<file path="config.mk">
export PLATFORM = sky130hd
export DESIGN_NAME = rx_slot_packer
export DESIGN_NICKNAME = d
export VERILOG_FILES = /design/src/rtl/rx_slot_packer.sv
export SDC_FILE = /design/constraint.sdc
export NUM_CORES = 1
export LEC_CHECK = 0
export ABC_AREA = 0
export BUFFER_PORTS_ARGS = -buffer_cell sky130_fd_sc_hd__buf_4
export CORE_MARGIN = 10
export CORE_UTILIZATION = 56
export CTS_CLUSTER_DIAMETER = 200
export DETAILED_ROUTE_END_ITERATION = 7
export HOLD_SLACK_MARGIN = 0.12
export MAX_ROUTING_LAYER = met4
export PLACE_DENSITY = 0.78
export SYNTH_ARGS = -nofsm -noshare
export SYNTH_HDL_FRONTEND = slang
export SYNTH_SLANG_ARGS = --single-unit
</file>
<file path="constraint.sdc">
create_clock -name clk -period 4.4 [get_ports clk]
set_clock_uncertainty 0.15 [all_clocks]
set_input_delay 0.66 -clock clk [delete_from_list [all_inputs] [get_ports clk]]
set_output_delay 0.66 -clock clk [all_outputs]
set_load 0.01 [all_outputs]
</file>
<file path="src/rtl/rx_slot_packer.sv">
module rx_slot_packer #(
  parameter int DEPTH = 8,
  parameter int SW    = 20,
  parameter int DW    = 32,
  parameter int NSLOT = 16,
  parameter int TW    = 8
) (
  input  logic                     clk,
  input  logic                     rst_n,
  input  logic                     slot_valid,
  input  logic [$clog2(NSLOT)-1:0] slot_num,
  input  logic [SW-1:0]            slot_data,
  input  logic                     frame_tick,
  input  logic [NSLOT-1:0]         slot_mask,
  input  logic [1:0]               size_sel,
  input  logic                     compact,
  input  logic [TW-1:0]            timeout,
  input  logic                     rd_en,
  input  logic                     ovr_clr,
  output logic [DW-1:0]            rd_data,
  output logic [$clog2(DEPTH+1)-1:0] level,
  output logic                     dma_req,
  output logic                     overrun,
  output logic                     timeout_irq
);
  localparam int AW = $clog2(DEPTH);
  localparam int CW = $clog2(DEPTH+1);
  localparam int HW = DW / 2;

  logic [SW-1:0] mem [DEPTH];
  logic [AW-1:0] wp, rp, rp1;
  logic [CW-1:0] cnt;
  logic [TW-1:0] tcnt;
  logic [SW-1:0] sized, head0, head1;
  logic          compact_eff, slot_hit, wr_acc, rd_act, has_two, empty;
  logic [1:0]    pop_n;

  function automatic logic [AW-1:0] inc(input logic [AW-1:0] p);
    return (p == AW'(DEPTH-1)) ? '0 : p + 1'b1;
  endfunction

  assign compact_eff = compact & ~size_sel[1];
  assign empty       = (cnt == '0);
  assign has_two     = (cnt >= CW'(2));
  assign slot_hit    = slot_valid & slot_mask[slot_num];
  assign wr_acc      = slot_hit & (cnt != CW'(DEPTH));
  assign rd_act      = rd_en & ~empty;
  assign pop_n       = !rd_act ? 2'd0 : (compact_eff && has_two) ? 2'd2 : 2'd1;
  assign rp1         = inc(rp);
  assign head0       = mem[rp];
  assign head1       = mem[rp1];

  always_comb begin
    case (size_sel)
      2'b00:   sized = slot_data >> 8;
      2'b01:   sized = slot_data >> 4;
      2'b10:   sized = slot_data >> 2;
      default: sized = slot_data;
    endcase
  end

  always_comb begin
    if (empty)
      rd_data = '0;
    else if (compact_eff)
      rd_data = {(has_two ? head1[HW-1:0] : {HW{1'b0}}), head0[HW-1:0]};
    else
      rd_data = {{(DW-SW){1'b0}}, head0};
  end

  always_ff @(posedge clk) begin
    if (wr_acc) mem[wp] <= sized;
  end

  always_ff @(posedge clk or negedge rst_n) begin
    if (!rst_n) begin
      wp      <= '0;
      rp      <= '0;
      cnt     <= '0;
      overrun <= 1'b0;
      tcnt    <= '0;
    end else begin
      if (wr_acc) wp <= inc(wp);
      if (pop_n == 2'd1) rp <= rp1;
      else if (pop_n == 2'd2) rp <= inc(rp1);
      cnt <= cnt + CW'(wr_acc) - CW'(pop_n);
      if (slot_hit && !wr_acc) overrun <= 1'b1;
      else if (ovr_clr) overrun <= 1'b0;
      if (wr_acc || rd_act || empty) tcnt <= '0;
      else if (frame_tick && tcnt != {TW{1'b1}}) tcnt <= tcnt + 1'b1;
    end
  end

  assign level       = cnt;
  assign dma_req     = compact_eff ? has_two : ~empty;
  assign timeout_irq = (timeout != '0) && !empty && (tcnt >= timeout);

  assert_level_bound_R1: assert property (@(posedge clk) disable iff (!rst_n)
    level <= CW'(DEPTH));
  assert_drop_unmasked_R2: assert property (@(posedge clk) disable iff (!rst_n)
    (slot_valid && !slot_mask[slot_num] && !rd_en) |=> $stable(level));
  assert_dma_compact_pair_R6: assert property (@(posedge clk) disable iff (!rst_n)
    (compact && !size_sel[1] && level == CW'(1)) |-> !dma_req);
  assert_overrun_on_full_R7: assert property (@(posedge clk) disable iff (!rst_n)
    (slot_valid && slot_mask[slot_num] && level == CW'(DEPTH)) |=> overrun);
  assert_overrun_sticky_R7: assert property (@(posedge clk) disable iff (!rst_n)
    (overrun && !ovr_clr) |=> overrun);
  assert_no_timeout_empty_R8: assert property (@(posedge clk) disable iff (!rst_n)
    (level == '0) |-> !timeout_irq);
  assert_empty_read_zero_R9: assert property (@(posedge clk) disable iff (!rst_n)
    (rd_en && level == '0) |-> (rd_data == '0));
endmodule

</file>
==> flow_metrics.env, run 1 <==
export IMPL_grt_max_degree=42
export IMPL_end_kind="primary output"
export IMPL_area_growth_pct=17.9
export IMPL_synth_top_family_by_area="multiplexers"
export IMPL_cts_sinks=179
export IMPL_critPathKind="flip-flop to primary output"
export IMPL_drc_errors=0
export IMPL_initial_core_util=0.569
export IMPL_num_fill_cells=1045
export IMPL_slew_viol_final=0
export IMPL_rsz0062_at_grt="no"
export IMPL_synth_warnings=0
export IMPL_dieArea_sq_um=21600
export IMPL_cp_slowest_cell="ha_1"
export IMPL_worst_pin_slew_ns=0.825
export IMPL_crit_arrival_ns=3.01
export IMPL_synth_top_area_share=0.533
export IMPL_fmax_mhz=262
export IMPL_n_antenna_cell=0
export IMPL_cts_tree="built"
export IMPL_first_iter_violations=586
export IMPL_fp_dieH_microns=147
export IMPL_gp_congestion=0.789
export IMPL_postCtsSetupRepairBufs=0
export IMPL_swShare=0.334
export IMPL_maxCapViolCount=0
export IMPL_p_sw_uw=2200
export IMPL_power_density_nw_per_um2=619
export IMPL_drive_above_1_share=0.377
export IMPL_synth_fa_ha_area_frac=0.0314
export IMPL_cts_repair_resized=0
export IMPL_synth_area_leaders="edfxtp_1 53%, mux4_2 21%, dfrtp_1 5.3%, mux2i_1 5.1%, ha_1 2.9%"
export IMPL_antenna_found_initial=0
export IMPL_ys_types=40
export IMPL_syn_area_sq_um=9010
export IMPL_rows=46
export IMPL_portBuffers=95
export IMPL_via_per_inst=6.35
export IMPL_nNetsFinal=702
export IMPL_vdd_drop_max_v=0.000519
export IMPL_cp_data_required_time_ns=3.59
export IMPL_synth_compound_area_share=0.0194
export IMPL_grt_overflow_total=0
export IMPL_synthMuxAreaShare=0.280
export IMPL_min_period_over_period=0.868
export IMPL_intPower_uw=4380
export IMPL_antenna_left=0
export IMPL_drt_pass1_iter_count=5
export IMPL_hp_class="primary input to flip-flop"
export IMPL_synth_area_per_cell_sq_um=17.2
export IMPL_grt_pass1_vias=5765
export IMPL_synth_edff_count=160
export IMPL_synthXorXnorAreaFrac=0.00778
export IMPL_crit_fanout=25
export IMPL_p_seq_frac=0.332
export IMPL_relSlewSlack=0.448
export IMPL_final_hold_viol_count=0
export IMPL_cpMostUsedCell="buf_4"
export IMPL_wl_mm=21.4
export IMPL_syn_inst=523
export IMPL_numCtsBuffers=17
export IMPL_path_clk_slew_ns=0.07
export IMPL_grt_pass1_wl_mm=33.5
export IMPL_grt_use_total=0.207
export IMPL_postCtsHoldBufs=1
export IMPL_setup_viol=0
export IMPL_coreArea_sq_um=15800
export IMPL_wl_per_cell_microns=25.2
export IMPL_via_count=5413
export IMPL_clockRootBuffer="clkbuf_16"
export IMPL_dpl_hpwl_mm=14.4
export IMPL_status="finished clean"
export IMPL_start_kind="flip-flop"
export IMPL_ctsLongestPathBuffers=2
export IMPL_async_flop_share=0.106
export IMPL_ios=96
export IMPL_h_tree_depth=4
export IMPL_ys_seq_area_frac=0.586
export IMPL_cp_cell_sequence="buf_4, ha_1, buf_4, mux4_2, mux2i_1, nor2_1, buf_4"
export IMPL_combPwrFrac=0.447
export IMPL_fin_util=0.671
export IMPL_max_stage_delay_ns=0.75
export IMPL_synth_area_leader_cell="edfxtp_1"
export IMPL_synth_ff_type="edfxtp_1"
export IMPL_fin_tns_setup_ns=0
export IMPL_pwr_share_clk=0.221
export IMPL_die_w_microns=147
export IMPL_synth_seq_cells=179
export IMPL_synth_simple_gate_area_frac=0.0522
export IMPL_fin_crit_ns=3.82
export IMPL_syn_nets=602
export IMPL_p_leak_uw=0.00387
export IMPL_clk_latency_ns=0.42
## power groups by stage
stage | sequential (uW) | combinational [uW] | clock (uW)
6_report | 2180 | 2940 | 1450
3_3_place_gp | 2200 | 2870 | 0
3_5_place_dp | 2210 | 2950 | 0
5_1_grt | 2200 | 3170 | 1540
2_1_floorplan | 2170 | 2020 | 0
4_1_cts | 2180 | 2980 | 1470
## worst max-delay path: cells and delay by family (launching register included)
| family | cells | cell delay, ns |
|---|---|---|
| buf+inv | 3 | 0.82 |
| fa+ha+maj | 1 | 0.75 |
| mux | 2 | 0.53 |
| flops | 1 | 0.40 |
| simple gates | 1 | 0.07 |
## cells by family after synthesis
group                    Yosys count
AO/OA/AOI/OAI                     30
XOR/XNOR                           8
adder cells (fa/ha/maj)           22
buffers and inverters             50
flip-flops                       179
multiplexers                     138
AND/OR/NAND/NOR                   96
## final cells by class
cell class                      instances  area (sq um)  share of cell area
Clock buffer                           20           437              0.0411
Clock inverter                         12           130              0.0123
Inverter                               17          63.8             0.00601
Multi-Input combinational cell        294          3550               0.335
Sequential cell                       179          5280               0.497
Tap cell                              216           270              0.0255
Timing Repair Buffer                  114           883              0.0832
## worst paths after layout
kind / startpoint / to / slack [ns] / cells past startpoint
worst min register to register: overrun / overrun / 0.39 / 2
max in group asynchronous: rst_n / rp[0] / 3.38 / 2
min in group asynchronous: rst_n / tcnt[1] / 0.50 / 2
worst max register to register: level[2] / mem[3][14] / 1.36 / 8
worst max-delay path: rp[1] / rd_data[28] / 0.58 / 7
worst min-delay path: ovr_clr / overrun / 0.28 / 2
## flip-flops by register name, indices dropped and copies added, names as in the netlist
signal   flops
mem        160
tcnt         8
overrun      1
level        4
rp           3
wp           3
## per-layer routing
metal	track usage	vias to the layer above	routed length [microns]
met5	-	-	0
met4	0.0671	0	401
met3	0.0378	35	1600
met2	0.339	257	11000
met1	0.259	2798	8410
li1	-	2323	-
## synth_stat cells, types with 3 or more instances
library cell,number
buf_2,6
a21oi_1,15
nor3_1,3
nor2b_1,6
mux2_2,3
inv_1,17
nand2_1,13
mux2i_1,46
buf_1,7
nand3_1,5
nor2_1,44
o21ai_0,5
nor3b_1,4
nand4_1,3
clkbuf_1,17
ha_1,21
mux4_2,84
xnor2_1,4
o22ai_1,5
edfxtp_1,160
nand2b_1,4
and3_1,5
xor2_1,4
dfrtp_1,19
mux4_1,5
## through the flow
step                      hold slack (ns)  cell area, sq um  worst slack (ns)  total power (uW)  cells
after floorplan                     0.214              9010             0.638              4190    523
after CTS                           0.263             10600             0.567              6620    852
after global routing                0.269             10600             0.448              6900    852
after global placement              0.361             10000              1.12              5070    819
after detailed placement            0.368             10000              1.02              5170    819
final                               0.279             10600             0.579              6570    852
## cells in the final DEF (no fill, tap or decap), drive strengths merged, types with 3 or more instances in the layout
| cell | synthesis | routed |
|---|---|---|
| nand3 | 5 | 5 |
| edfxtp | 160 | 160 |
| o22ai | 6 | 6 |
| inv | 17 | 20 |
| nor3 | 4 | 4 |
| nand2b | 4 | 4 |
| mux4 | 89 | 89 |
| mux2i | 46 | 46 |
| clkinv | 0 | 3 |
| dfrtp | 19 | 19 |
| nand2 | 13 | 13 |
| a21oi | 15 | 15 |
| mux2 | 3 | 3 |
| nand4 | 3 | 3 |
| clkbuf | 17 | 20 |
| and3 | 5 | 5 |
| clkinvlp | 0 | 4 |
| nor3b | 4 | 4 |
| xor2 | 4 | 4 |
| nor2b | 6 | 6 |
| xnor2 | 4 | 4 |
| ha | 21 | 21 |
| buf | 16 | 113 |
| nor2 | 44 | 44 |
| o21ai | 5 | 5 |
Note: power is estimated with default switching activity, not from simulation.
==> inputs of run 2 (changes only) <==
Settings changed: ABC_CLOCK_PERIOD_IN_PS set to 4400, CTS_BUF_LIST set to sky130_fd_sc_hd__clkbuf_16.
==> flow_metrics.env, run 2 (synthesized netlist as in run 1, its figures left out) <==
export IMPL_status="finished clean"
export IMPL_antenna_found_initial=0
export IMPL_drive_above_1_share=0.377
export IMPL_setup_viol=0
export IMPL_cts_sinks=179
export IMPL_p_leak_uw=0.00388
export IMPL_fp_dieH_microns=147
export IMPL_place_area_sq_um=10000
export IMPL_via_per_inst=6.37
export IMPL_wl_mm=21.4
export IMPL_gp_congestion=0.789
export IMPL_layout_commonest_cell="edfxtp_1"
export IMPL_min_period_over_period=0.871
export IMPL_crit_fanout=25
export IMPL_finalWorstSetupSlack_ns=0.567
export IMPL_grt_use_total=0.207
export IMPL_via_count=5427
export IMPL_ctsLongestPathBuffers=2
export IMPL_final_cell_mix="160 x edfxtp_1, 111 x buf_4, 84 x mux4_2"
export IMPL_worst_pin_slew_ns=0.830
export IMPL_clk_latency_ns=0.41
export IMPL_antenna_left=0
export IMPL_rsz0062_at_grt="no"
export IMPL_n_antenna_cell=0
export IMPL_numCtsBuffers=17
export IMPL_dieArea_sq_um=21600
export IMPL_die_w_microns=147
export IMPL_vdd_drop_max_v=0.000517
export IMPL_dp_slack_ns=1.02
export IMPL_ios=96
export IMPL_portBuffers=95
export IMPL_top_register="mem"
export IMPL_final_hold_viol_count=0
export IMPL_end_kind="primary output"
export IMPL_cp_data_required_time_ns=3.59
export IMPL_cts_tree="built"
export IMPL_seqCellArea_sq_um=5280
export IMPL_drt_pass1_iter_count=5
export IMPL_initial_core_util=0.569
export IMPL_fmax_mhz=261
export IMPL_first_iter_violations=580
export IMPL_wl_per_cell_microns=25.2
export IMPL_r2r_slack_ns=1.36
export IMPL_h_tree_depth=4
export IMPL_largest_reg_flops=160
export IMPL_maxCapViolCount=0
export IMPL_drc_errors=0
export IMPL_grt_max_degree=42
export IMPL_grt_pass1_vias=5765
export IMPL_nNetsFinal=702
export IMPL_start_kind="flip-flop"
export IMPL_endpoint="rd_data[28]"
export IMPL_dpl_hpwl_mm=14.4
export IMPL_multi_input_area_sq_um=3550
export IMPL_top_regs="mem (160), tcnt (8), level (4)"
export IMPL_grt_overflow_total=0
export IMPL_critPathLaunch="rp[1]"
export IMPL_timing_rr_end="mem[3][14]"
export IMPL_total_power_uw=6560
export IMPL_relSlewSlack=0.445
export IMPL_slew_viol_final=0
export IMPL_fin_crit_ns=3.83
export IMPL_ff2ff_path_depth=8
export IMPL_fin_tns_setup_ns=0
export IMPL_coreArea_sq_um=15800
export IMPL_postCtsSetupRepairBufs=0
export IMPL_clockRootBuffer="clkbuf_16"
export IMPL_hp_class="primary input to flip-flop"
export IMPL_final_area_sq_um=10600
export IMPL_area_growth_pct=17.9
export IMPL_crit_arrival_ns=3.02
export IMPL_num_fill_cells=1045
export IMPL_power_density_nw_per_um2=618
export IMPL_critPathKind="flip-flop to primary output"
export IMPL_path_clk_slew_ns=0.07
export IMPL_grt_pass1_wl_mm=33.5
export IMPL_rows=46
export IMPL_regToRegStartpoint="level[2]"
## run 2: per-stage QoR
stage | utilization | hold slack [ns] | cells
floorplan | - | 0.214 | 523
global placement | 0.634 | 0.361 | 819
detailed placement | 0.634 | 0.368 | 819
CTS | 0.671 | 0.263 | 852
global route | 0.671 | 0.269 | 852
finish | 0.671 | 0.279 | 852
## run 2: cell type report
class                      count  share of cell area
sequential                   179               0.497
multi-input combinational    294               0.335
timing repair buffer         114              0.0832
clock buffer                  17              0.0401
tap                          216              0.0255
clock inverter                15              0.0133
inverter                      17             0.00601
## run 2: worst min-delay path by stage
stage	start	endpoint	slack, ns	cells past startpoint
finish	ovr_clr	overrun	0.28	2
global route	ovr_clr	overrun	0.27	2
CTS	ovr_clr	overrun	0.26	2
detailed placement	overrun	overrun	0.37	2
global placement	overrun	overrun	0.36	2
floorplan	rst_n	level[0]	0.21	0
## run 2: critical path, cell delays in order, from the launching register on
cell and delay [ns]:
dfrtp_1 0.40, buf_4 0.27, ha_1 0.76, buf_4 0.40, mux4_2 0.35, mux2i_1 0.18
nor2_1 0.07, buf_4 0.16
## run 2: timing repair
action / 4_1_cts / 5_1_grt
endpoints found under the hold margin: 19 / 0
gates resized for setup: 0 / 0
hold buffers: 1 / 0
endpoints found under the setup margin: 0 / 0
## run 2: routing by layer
| layer | track usage | wire length [microns] |
|---|---|---|
| met1 | 0.259 | 8350 |
| met2 | 0.339 | 11000 |
| met3 | 0.0378 | 1650 |
| met4 | 0.0671 | 416 |
| met5 | - | 0 |
## run 2: power by group
part	total [uW]	switching, uW	internal [uW]	leakage [uW]
sequential	2180	122	2060	0.00169
clock	1450	616	830	0.000277
combinational	2940	1460	1480	0.00191
